[src/rtl/sramw_satcnt.sv]
module sramw_satcnt #(
  parameter int unsigned W = 4
) (
  input  logic         clk_i,
  input  logic         rst_ni,
  input  logic         load_i,
  input  logic         inc_i,
  output logic [W-1:0] cnt_o
);
  localparam logic [W-1:0] CntMax = '1;
  localparam logic [W-1:0] CntOne = W'(1);

  logic [W-1:0] cnt_q;

  always_ff @(posedge clk_i or negedge rst_ni) begin
    if (!rst_ni)                        cnt_q <= '0;
    else if (load_i)                    cnt_q <= CntOne;
    else if (inc_i && cnt_q != CntMax)  cnt_q <= cnt_q + CntOne;
  end

  assign cnt_o = cnt_q;
endmodule

[src/rtl/sramw_timing.sv]
module sramw_timing #(
  parameter int unsigned DATA_W    = 8,
  parameter int unsigned CNT_W     = 4,
  parameter int unsigned TWP_TICKS = 4,
  parameter int unsigned TDW_TICKS = 3,
  parameter int unsigned TWC_TICKS = 8
) (
  input  logic              clk_i,
  input  logic              rst_ni,
  input  logic              start_i,
  input  logic              close_i,
  input  logic [CNT_W-1:0]  width_i,
  input  logic [DATA_W-1:0] din_i,
  output logic [DATA_W-1:0] din_last_o,
  output logic              wp_viol_o,
  output logic              dw_viol_o,
  output logic              wc_viol_o
);
  localparam logic [CNT_W-1:0] TwpLim = CNT_W'(TWP_TICKS);
  localparam logic [CNT_W-1:0] TdwLim = CNT_W'(TDW_TICKS);
  localparam logic [CNT_W-1:0] TwcLim = CNT_W'(TWC_TICKS);

  logic [DATA_W-1:0] din_q;
  logic [CNT_W-1:0]  age;
  logic [CNT_W-1:0]  gap;
  logic              seen_q;
  logic              din_chg;
  logic              wp_q, dw_q, wc_q;

  assign din_chg = (din_i != din_q);

  sramw_satcnt #(.W(CNT_W)) i_age_cnt (
    .clk_i  (clk_i),
    .rst_ni (rst_ni),
    .load_i (din_chg),
    .inc_i  (1'b1),
    .cnt_o  (age)
  );

  sramw_satcnt #(.W(CNT_W)) i_gap_cnt (
    .clk_i  (clk_i),
    .rst_ni (rst_ni),
    .load_i (start_i),
    .inc_i  (1'b1),
    .cnt_o  (gap)
  );

  always_ff @(posedge clk_i or negedge rst_ni) begin
    if (!rst_ni) begin
      din_q  <= '0;
      seen_q <= 1'b0;
      wp_q   <= 1'b0;
      dw_q   <= 1'b0;
      wc_q   <= 1'b0;
    end else begin
      din_q  <= din_i;
      wp_q   <= close_i && (width_i < TwpLim);
      dw_q   <= close_i && (age < TdwLim);
      wc_q   <= start_i && seen_q && (gap < TwcLim);
      if (start_i) seen_q <= 1'b1;
    end
  end

  assign din_last_o = din_q;
  assign wp_viol_o  = wp_q;
  assign dw_viol_o  = dw_q;
  assign wc_viol_o  = wc_q;
endmodule

[config.mk]
export PLATFORM = sky130hd
export DESIGN_NAME = sramw_timing
export DESIGN_NICKNAME = d
export VERILOG_FILES = /design/src/rtl/sramw_satcnt.sv /design/src/rtl/sramw_timing.sv
export SDC_FILE = /design/constraint.sdc
export NUM_CORES = 1
export LEC_CHECK = 0
export BUFFER_PORTS_ARGS = -buffer_cell sky130_fd_sc_hd__buf_4
export CAP_MARGIN = 20
export CORE_ASPECT_RATIO = 1.25
export CORE_UTILIZATION = 42
export DETAILED_ROUTE_END_ITERATION = 7
export PLACE_DENSITY_LB_ADDON = 0.12
export SYNTH_ARGS = -nofsm -noshare
export SYNTH_HDL_FRONTEND = slang
export SYNTH_SLANG_ARGS = --single-unit
[constraint.sdc]
create_clock -name clk_i -period 1.2 [get_ports clk_i]
set_input_delay 0.24 -clock clk_i [delete_from_list [all_inputs] [get_ports clk_i]]
set_output_delay 0.24 -clock clk_i [all_outputs]
set_load 0.02 [all_outputs]
==> metrics.txt, run 1 <==
status=complete, but fails checks; failing checks=setup timing; Initial Utilization=0.447; Root Buffer=clkbuf_4; diode count=0; Port Buffer Count=24; Min Clock Period, post-route=1250 ps; Final Max Tran Viols=0; max-cap violations=0; Crit Path Max Fanout=2; share of layout cells above drive strength 1=0.474; Synth Area in Compound Gates=0.0269; Power per Cell Area=between 1000 and 1500 nW/um^2; DP HPWL=between 1000 and 1500 um; final hold vios=0; DRC violations left=0; vias per cell=approximately 5; Pre-antenna DRT Iters=2; Final Instance Area=approximately 1100 um^2; setup total negative slack=-116 ps; latest clock arrival within the worst-skew pair=roughly 280 ps; io pins=27; crit path capture type=flop; fin worst setup slack=-52.2 ps; Die X=~41 um; largest net degree at the start of global routing=21; Die Y=just over 50 um; post-synthesis sequential area ratio=0.634; worst-margin pin slew=305 ps; routability congestion estimate=0.709; DR WL/cell=11.7 um; Die ar.=between 2000 and 2500 um^2; CTS sink cnt=20; Critical Path Start Type=flop; H-tree level count=1; placed standard-cell area=between 1000 and 1500 um^2; Tcrit/Tclk final=1.04; Layout area overhead=41.4%; global-route wire length before repair=around 2000 um; GRT Residual Overflow=0; ANT nets after route=0; Seq cells post-synth=20; Ys Warns=0; total wire length=~1400 um; Vias=580; XOR/XNOR Fraction of Synth Area=0.111; Syn Std Cell Area=790 um^2; most common cell after layout, fill and taps aside=buf_4; antenna violations before repair=0; Core Area=between 1500 and 2000 um^2; syn_area_per_cell=12.9 um^2; Synth Area in Simple Gates=0.166; unrepaired setup endpoints after global routing=true; total track usage=0.146; # nets final=approximately 120; 1st-iter DRT viols=1; Distinct cells, synth=21; skew final=1.97 ps; syn_nets=79; Max Fclk=between 700 and 800 MHz; CTS tree=yes; mux cell area share after synthesis=0.0254; most frequent cells in the layout=buf_4 (31), dfrtp_1 (13), xnor2_1 (8), dfrtp_2 (7), nor3_1 (5); clk buf depth=2; min-delay worst type=in2reg; Post-Synth Adder-Cell Area=0.0317; Worst-path clk slew=~110 ps; static leakage=around 0.5 nW; peak supply drop=approximately 0.9 mV; Req. time, crit path=between 1000 and 1500 ps; crit path DAT=1430 ps; critical path class=reg2reg; slew margin rel.=0.796; largest family of logic cells by synthesized area=simple AND/OR/NAND/NOR gates; cts bufs inserted=3; Core Rows=17; cell count after synthesis=61; number of global-route vias before repair=about 550; Final setup viols=3
-- worst max-delay path, cell delays in order, from the launching register on --
cell and delay, ps:
dfrtp_1 370, ha_2 190, nand3_2 90, xor2_1 150
or3_1 340
-- worst paths after layout --
check,from,to,slack (ps),cells past startpoint
setup / recovery,i_age_cnt.cnt_o[0]$_DFFE_PN0P_,i_age_cnt.cnt_o[0]$_DFFE_PN0P_,-50,4
setup reg to reg,i_age_cnt.cnt_o[0]$_DFFE_PN0P_,i_age_cnt.cnt_o[0]$_DFFE_PN0P_,-50,4
max in group asynchronous,rst_ni,din_last_o[4]$_DFF_PN0_,620,2
hold reg to reg,seen_q$_DFFE_PN0P_,seen_q$_DFFE_PN0P_,470,1
min in group asynchronous,rst_ni,wp_viol_o$_DFF_PN0_,360,2
hold / removal,din_i[0],din_last_o[0]$_DFF_PN0_,70,1
-- cells in the mapped netlist --
master | number | area, um^2
xor2_1 | 1 | 8.76
nand2_1 | 1 | 3.75
nor3_1 | 5 | 25.0
o21ai_0 | 1 | 5.00
nand2b_1 | 1 | 6.26
or3_1 | 1 | 6.26
or2_2 | 1 | 6.26
nand3_1 | 4 | 20.0
mux2i_1 | 2 | 20.0
inv_1 | 1 | 3.75
nor4b_1 | 1 | 8.76
dfrtp_1 | 20 | 500
a2111oi_1 | 1 | 10.0
nor2_1 | 3 | 11.3
a31oi_1 | 1 | 6.26
nand3b_1 | 1 | 7.51
xnor2_1 | 9 | 78.8
ha_1 | 2 | 25.0
nand4_1 | 2 | 12.5
and3b_1 | 1 | 8.76
nor3b_1 | 2 | 15.0
-- sequential cells by signal, summed over array words and instances (netlist names) --
register and flops:
din_last_o 8, i_age_cnt.cnt_o 4, i_gap_cnt.cnt_o 4, dw_viol_o 1
seen_q 1, wc_viol_o 1, wp_viol_o 1
-- logic make-up after synthesis --
kind of cell	count (synthesis)
simple gates	23
flops	20
xor+xnor	10
compound gates	3
mux	2
fa+ha+maj	2
buf+inv	1
-- cell type report --
type                            count  area [um^2]
Multi-Input combinational cell     40          300
Clock buffer                        4         36.3
Inverter                            1         3.75
Sequential cell                    20          509
Fill cell                         159          649
Timing Repair Buffer               32          243
Tap cell                           19         23.8
-- metal layers --
| metal | vias up | share of wire | track usage |
|---|---|---|---|
| li1 | 287 | - | - |
| met1 | 285 | 0.38 | 0.155 |
| met2 | 6 | 0.58 | 0.258 |
| met3 | 2 | 0.021 | 0.0265 |
| met4 | 0 | 0.012 | 0.0667 |
| met5 | - | 0 | 0 |
-- metrics by stage --
step	utilization	setup slack, ps	instances	power (mW)	hold WS [ps]
6_report	0.632	-52.2	116	1.29	67.5
5_1_grt	0.632	-116	116	1.35	47.4
4_1_cts	0.624	-83.0	115	1.31	58.8
3_5_place_dp	0.597	-71.6	110	0.927	130
3_3_place_gp	0.597	-43.5	110	0.922	131
2_1_floorplan	-	-31.0	61	0.824	-55.6
-- power breakdown --
part           total [mW]  leakage, nW  switching [mW]  internal (mW)
combinational       0.184        0.241          0.0861         0.0981
sequential          0.732        0.233          0.0246          0.707
clock               0.374       0.0210           0.189          0.184
-- what timing repair did --
action,CTS,global route
endpoints found under the hold margin,20,0
resized for setup,0,1
pin swaps,2,4
setup buffers,0,1
hold buffers,1,0
setup endpoints to repair,2,4
No activity file was read; power rests on OpenSTA's default activity.
==> run 2, diff against run 1 <==
==> constraint.sdc (replaced) <==
create_clock -name clk_i -period 1.2 [get_ports clk_i]
set_input_delay 0.12 -clock clk_i [delete_from_list [all_inputs] [get_ports clk_i]]
set_output_delay 0.12 -clock clk_i [all_outputs]
set_load 0.02 [all_outputs]
==> run 2 against run 1 <==
Net effect: the flow still finishes with violations (setup timing); clock power about the same; critical path depth down 1; via count up 5.3%; setup slack worse by 0.63 ps; fmax about the same; sequential share of layout area down 5.2 points; wire length up 15%; register-to-register slack about the same; critical path type unchanged.
==> metrics.txt, run 2 (synthesis results as in run 1) <==
cts bufs inserted=3 (unchanged); crit path DAT=1430 ps (about the same); CTS sink cnt=20 (unchanged); Pre-antenna DRT Iters=1 (was 2); total wire length=1560 um (was 1360 um); flop2flop setup slack=-50 ps (about the same); largest net degree at the start of global routing=21 (unchanged); Die ar.=2060 um^2 (unchanged); 1st-iter DRT viols=0 (was 1); Worst-path clk slew=110 ps (about the same); Post-Place Cells=110 (unchanged); Reg2Reg Capture Point=i_age_cnt.cnt_o[0]$_DFFE_PN0P_ (unchanged); global-route wire length before repair=2430 um (was 2050 um); diode count=0 (unchanged); most common cell after layout, fill and taps aside=buf_4 (unchanged); number of global-route vias before repair=589 (was 545); min-delay worst type=in2reg (unchanged); vias per cell=4.81 (was 5.00); Core Rows=17 (unchanged); status=complete, but fails checks (unchanged); fin worst setup slack=-52.8 ps (was -52.2 ps); Top Family by Delay on Critical Path=simple AND/OR/NAND/NOR gates (unchanged); Die Y=50.5 um (unchanged); worst r2r src=din_last_o[7]$_DFF_PN0_ (was i_age_cnt.cnt_o[0]$_DFFE_PN0P_); unrepaired setup endpoints after global routing=true (unchanged); io pins=27 (unchanged); Vias=611 (was 580); antenna violations before repair=0 (unchanged); skew final=4.69 ps (was 1.97 ps); GRT Residual Overflow=0 (unchanged); DRC violations left=0 (unchanged); Final setup viols=2 (was 3); Layout area overhead=59.4% (was 41.4%); CP startpoint=din_last_o[7]$_DFF_PN0_ (was i_age_cnt.cnt_o[0]$_DFFE_PN0P_); Final Instance Area=1260 um^2 (was 1120 um^2); static leakage=0.548 nW (was 0.496 nW); routability congestion estimate=0.702 (was 0.709); Largest register FFs=8 (unchanged); fillcell total=147 (was 159); worst hold endpoint=i_gap_cnt.cnt_o[1]$_DFFE_PN0P_ (was din_last_o[0]$_DFF_PN0_); most frequent cells in the layout=buf_4 (31), dfrtp_1 (13), dlygate4sd3_1 (11), dfrtp_2 (7), xnor2_1 (6) (was buf_4 (31), dfrtp_1 (13), xnor2_1 (8), dfrtp_2 (7), nor3_1 (5)); cells along the critical path=xnor2_1 > nand4_1 > or3_1 (was ha_2 > nand3_2 > xor2_1 > or3_1); final total power=1.34 mW (was 1.29 mW); failing checks=setup timing (unchanged); Port Buffer Count=24 (unchanged); peak supply drop=0.876 mV (was 0.901 mV); Crit Path Max Fanout=3 (was 2); Power per Cell Area=1060 nW/um^2 (was 1160 nW/um^2); ANT nets after route=0 (unchanged); placed standard-cell area=1050 um^2 (unchanged); total track usage=0.181 (was 0.146); slew margin rel.=0.791 (was 0.796); Worst Path Buf+Inv=0 (unchanged); Final Max Tran Viols=0 (unchanged); Post-Layout Cell Count=127 (was 116); Core Area=1770 um^2 (unchanged); max-cap violations=0 (unchanged); Max Fclk=798 MHz (was 799 MHz); # nets final=127 (was 116); H-tree level count=1 (unchanged); crit path capture type=flop (unchanged); critical path class=reg2reg (unchanged); share of layout cells above drive strength 1=0.491 (was 0.474); DP HPWL=1100 um (was 1050 um); Req. time, crit path=1380 ps (was 1370 ps); final hold vios=0 (unchanged); CTS tree=yes (unchanged); Setup Slack @ Placement=-101 ps (was -71.6 ps); Initial Utilization=0.447 (unchanged); latest clock arrival within the worst-skew pair=290 ps (was 280 ps); hold depth=2 (was 1); clk buf depth=2 (unchanged); Die X=40.8 um (unchanged); highest-delay cell along the critical path=dfrtp_2 (was dfrtp_1); hold wc startpoint=start_i (was din_i[0]); Tcrit/Tclk final=1.04 (about the same); Critical Path Start Type=flop (unchanged); Min Clock Period, post-route=1250 ps (about the same); DR WL/cell=12.3 um (was 11.7 um); Crit path depth=3 (was 4); Crit path largest cell delay=420 ps (was 370 ps); worst-margin pin slew=313 ps (was 305 ps); R2R cell count=3 (was 4); Root Buffer=clkbuf_4 (unchanged)
## run 2: cell count changes in the layout (fill, tap and decap cells not counted), moves of 2 or more
cell	change
nor3_1	-2
nor3_2	+2
xnor2_2	+2
dlygate4sd3_1	+10
xnor2_1	-2
## run 2: per-stage QoR
step / utilization / hold WS (ps) / setup TNS (ps)
floorplan: - / -176 / -31.0
global placement: 0.597 / 7.86 / -34.6
detailed placement: 0.597 / 11.3 / -165
CTS: 0.686 / -65.3 / -56.0
global route: 0.713 / 8.01 / -260
finish: 0.713 / 15.7 / -68.6
## run 2: power by group
part / switching, mW / total [mW] / internal [mW] / leakage (nW)
sequential: 0.0256 / 0.733 / 0.707 / 0.233
clock: 0.191 / 0.375 / 0.185 / 0.0210
combinational: 0.0990 / 0.228 / 0.129 / 0.294
## run 2: layer usage
layer | vias up | share of wire | GRT usage
li1 | 307 | - | -
met1 | 296 | 0.39 | 0.195
met2 | 6 | 0.58 | 0.310
met3 | 2 | 0.020 | 0.0398
met4 | 0 | 0.0090 | 0.0833
met5 | - | 0 | 0
## run 2: final cells by class
| class | count | area, um^2 | area share |
|---|---|---|---|
| clock buffers | 4 | 36.3 | 0.0288 |
| inverters | 1 | 3.75 | 0.00298 |
| multi-input cells | 40 | 332 | 0.263 |
| flip-flops and latches | 20 | 509 | 0.405 |
| well taps | 19 | 23.8 | 0.0189 |
| repair buffers | 43 | 354 | 0.281 |
## run 2: how the worst max path moves through the flow
stage                                           to  slack [ps]
floorplan           i_age_cnt.cnt_o[0]$_DFFE_PN0P_         -30
global placement    i_age_cnt.cnt_o[0]$_DFFE_PN0P_         -30
detailed placement  i_age_cnt.cnt_o[0]$_DFFE_PN0P_        -100
CTS                 i_age_cnt.cnt_o[0]$_DFFE_PN0P_         -40
global route        i_age_cnt.cnt_o[0]$_DFFE_PN0P_        -110
finish              i_age_cnt.cnt_o[0]$_DFFE_PN0P_         -50
## run 2: what timing repair did
action,CTS,global route
buffers inserted,2,0
gates resized for setup,2,6
endpoints found under the setup margin,2,6
endpoints found under the hold margin,29,2
hold buffers,9,2
pin swaps,2,2
## run 2: worst reg2reg max path: stages (launching register included)
cell and delay, ps:
dfrtp_2 420, xnor2_1 160, nand4_1 170, or3_1 390
==> run 3, diff against run 2 <==
--- a/config.mk
+++ b/config.mk
@@ -10,7 +10,7 @@
 export CORE_ASPECT_RATIO = 1.25
 export CORE_UTILIZATION = 42
 export DETAILED_ROUTE_END_ITERATION = 7
-export PLACE_DENSITY_LB_ADDON = 0.12
+export PLACE_DENSITY = 0.71
 export SYNTH_ARGS = -nofsm -noshare
 export SYNTH_HDL_FRONTEND = slang
 export SYNTH_SLANG_ARGS = --single-unit
==> run 3 against run 2 <==
Net effect: the flow still finishes with violations (setup timing); final cell count up 1.6%; via count is 5.7% higher; clock-buffer cell count did not move; flip-flop and latch count is the same; sequential power about the same; clock power down 16%; die area unchanged; clock skew shrank 0.99 ps; global-route usage down 0.20 points; largest cell class unchanged.
==> metrics.txt, run 3 (synthesis results as in run 1) <==
switching share of power=0.245 (was 0.236); largest net degree at the start of global routing=21 (unchanged); GRT Residual Overflow=0 (unchanged); Crit path largest cell delay=370 ps (was 420 ps); final hold vios=0 (unchanged); fin worst setup slack=-64.1 ps (was -52.8 ps); antenna violations before repair=0 (unchanged); Setup Slack @ Placement=-83.0 ps (was -101 ps); Final Instance Area=1280 um^2 (was 1260 um^2); Final Max Tran Viols=0 (unchanged); global-route wire length before repair=2480 um (was 2430 um); placed standard-cell area=1080 um^2 (was 1050 um^2); worst-margin pin slew=268 ps (was 313 ps); Initial Utilization=0.447 (unchanged); # nets final=129 (was 127); unrepaired setup endpoints after global routing=true (unchanged); Crit Path Max Fanout=2 (was 3); 1st-iter DRT viols=3 (was 0); number of global-route vias before repair=629 (was 589); latest clock arrival within the worst-skew pair=290 ps (about the same); share of layout cells above drive strength 1=0.500 (was 0.491); DRC violations left=0 (unchanged); slew margin rel.=0.821 (was 0.791); CTS sink cnt=20 (unchanged); Core Rows=17 (unchanged); Die Y=50.5 um (unchanged); Net Switching=0.316 mW (was 0.315 mW); max-cap violations=0 (unchanged); routability congestion estimate=0.630 (was 0.702); internal power=0.976 mW (was 1.02 mW); min-delay worst type=in2reg (unchanged); peak supply drop=0.658 mV (was 0.876 mV); skew final=3.70 ps (was 4.69 ps); most common cell after layout, fill and taps aside=buf_4 (unchanged); Die ar.=2060 um^2 (unchanged); total track usage=0.179 (was 0.181); DR WL/cell=12.8 um (was 12.3 um); Finished Core Util=0.725 (was 0.713); Critical Path Start Type=flop (unchanged); clk buf depth=2 (unchanged); Worst-path clk slew=100 ps (was 110 ps); highest-delay cell along the critical path=dfrtp_1 (was dfrtp_2); status=complete, but fails checks (unchanged); Largest register FFs=8 (unchanged); critical path class=reg2reg (unchanged); Clk pwr share=0.244 (was 0.281); Die X=40.8 um (unchanged); DP HPWL=1150 um (was 1100 um); failing checks=setup timing (unchanged); Tcrit/Tclk final=1.05 (was 1.04); crit path capture type=flop (unchanged); io pins=27 (unchanged); Vias=646 (was 611); total wire length=1650 um (was 1560 um); most frequent cells in the layout=buf_4 (33), dfrtp_1 (13), dlygate4sd3_1 (11), dfrtp_2 (7), xnor2_2 (6) (was buf_4 (31), dfrtp_1 (13), dlygate4sd3_1 (11), dfrtp_2 (7), xnor2_1 (6)); ANT nets after route=0 (unchanged); cells along the critical path=ha_2 > nand3_2 > xor2_1 > or3_1 (was xnor2_1 > nand4_1 > or3_1); crit path DAT=1440 ps (was 1430 ps); Port Buffer Count=24 (unchanged); CTS tree=yes (unchanged); combinational power share=0.186 (was 0.171); vias per cell=5.01 (was 4.81); Layout area overhead=62.1% (was 59.4%); Power per Cell Area=1010 nW/um^2 (was 1060 nW/um^2); register share of total power=0.569 (was 0.548); diode count=0 (unchanged); Req. time, crit path=1380 ps (about the same); Final setup viols=2 (unchanged); Root Buffer=clkbuf_4 (unchanged); Max Fclk=791 MHz (was 798 MHz); Pre-antenna DRT Iters=3 (was 1); cts bufs inserted=3 (unchanged); Core Area=1770 um^2 (unchanged); static leakage=0.576 nW (was 0.548 nW); Min Clock Period, post-route=1260 ps (was 1250 ps); final total power=1.29 mW (was 1.34 mW); H-tree level count=1 (unchanged)
run 3: final cells by class:
type                       instances  area, um^2
fill                             120         485
tap                               19        23.8
inverter                           1        3.75
sequential                        20         509
clock buffer                       4        26.3
multi-input combinational         40         348
timing repair buffer              45         369
run 3: power groups by stage:
stage	clock network [mW]	logic [mW]	registers (mW)
final	0.316	0.241	0.735
after detailed placement	0	0.192	0.744
after CTS	0.334	0.227	0.733
after floorplan	0	0.0569	0.767
after global routing	0.358	0.260	0.739
after global placement	0	0.186	0.742
run 3: path summary, 6_finish.rpt:
kind | start | end | slack [ps] | cells after the start
setup reg to reg | i_age_cnt.cnt_o[1]$_DFFE_PN0P_ | i_age_cnt.cnt_o[0]$_DFFE_PN0P_ | -60 | 4
min in group asynchronous | rst_ni | wp_viol_o$_DFF_PN0_ | 240 | 2
setup / recovery | i_age_cnt.cnt_o[1]$_DFFE_PN0P_ | i_age_cnt.cnt_o[0]$_DFFE_PN0P_ | -60 | 4
hold reg to reg | seen_q$_DFFE_PN0P_ | seen_q$_DFFE_PN0P_ | 480 | 1
hold / removal | start_i | i_gap_cnt.cnt_o[1]$_DFFE_PN0P_ | 8 | 2
max in group asynchronous | rst_ni | din_last_o[1]$_DFF_PN0_ | 730 | 2
run 3: metal layers:
metal	wire length [um]	up-vias	global-route usage	part of all wire
met4	12	0	0.0667	0.0073
met3	58	2	0.0265	0.035
met1	612	317	0.200	0.37
met5	0	-	0	0
li1	-	314	-	-
met2	962	13	0.315	0.58
run 3: metrics by stage:
step                cells  hold WS, ps  TNS, ps
floorplan              61         -176    -31.0
global placement      113         8.71    -31.9
detailed placement    113         9.50     -145
CTS                   128         2.46     -115
global route          129         3.23     -355
finish                129         7.58     -111
run 3: worst max-delay path: cells and delay by family (launching register included):
kind                     cells  cell delay (ps)
XOR/XNOR                     1              170
adder cells (fa/ha/maj)      1              190
flip-flops                   1              370
AND/OR/NAND/NOR              2              420
run 3: timing repair:
action	in CTS	in global routing
endpoints found under the setup margin	3	4
pin swaps	3	7
gates resized for setup	4	5
setup buffers	0	1
hold buffers	11	0
endpoints found under the hold margin	29	0
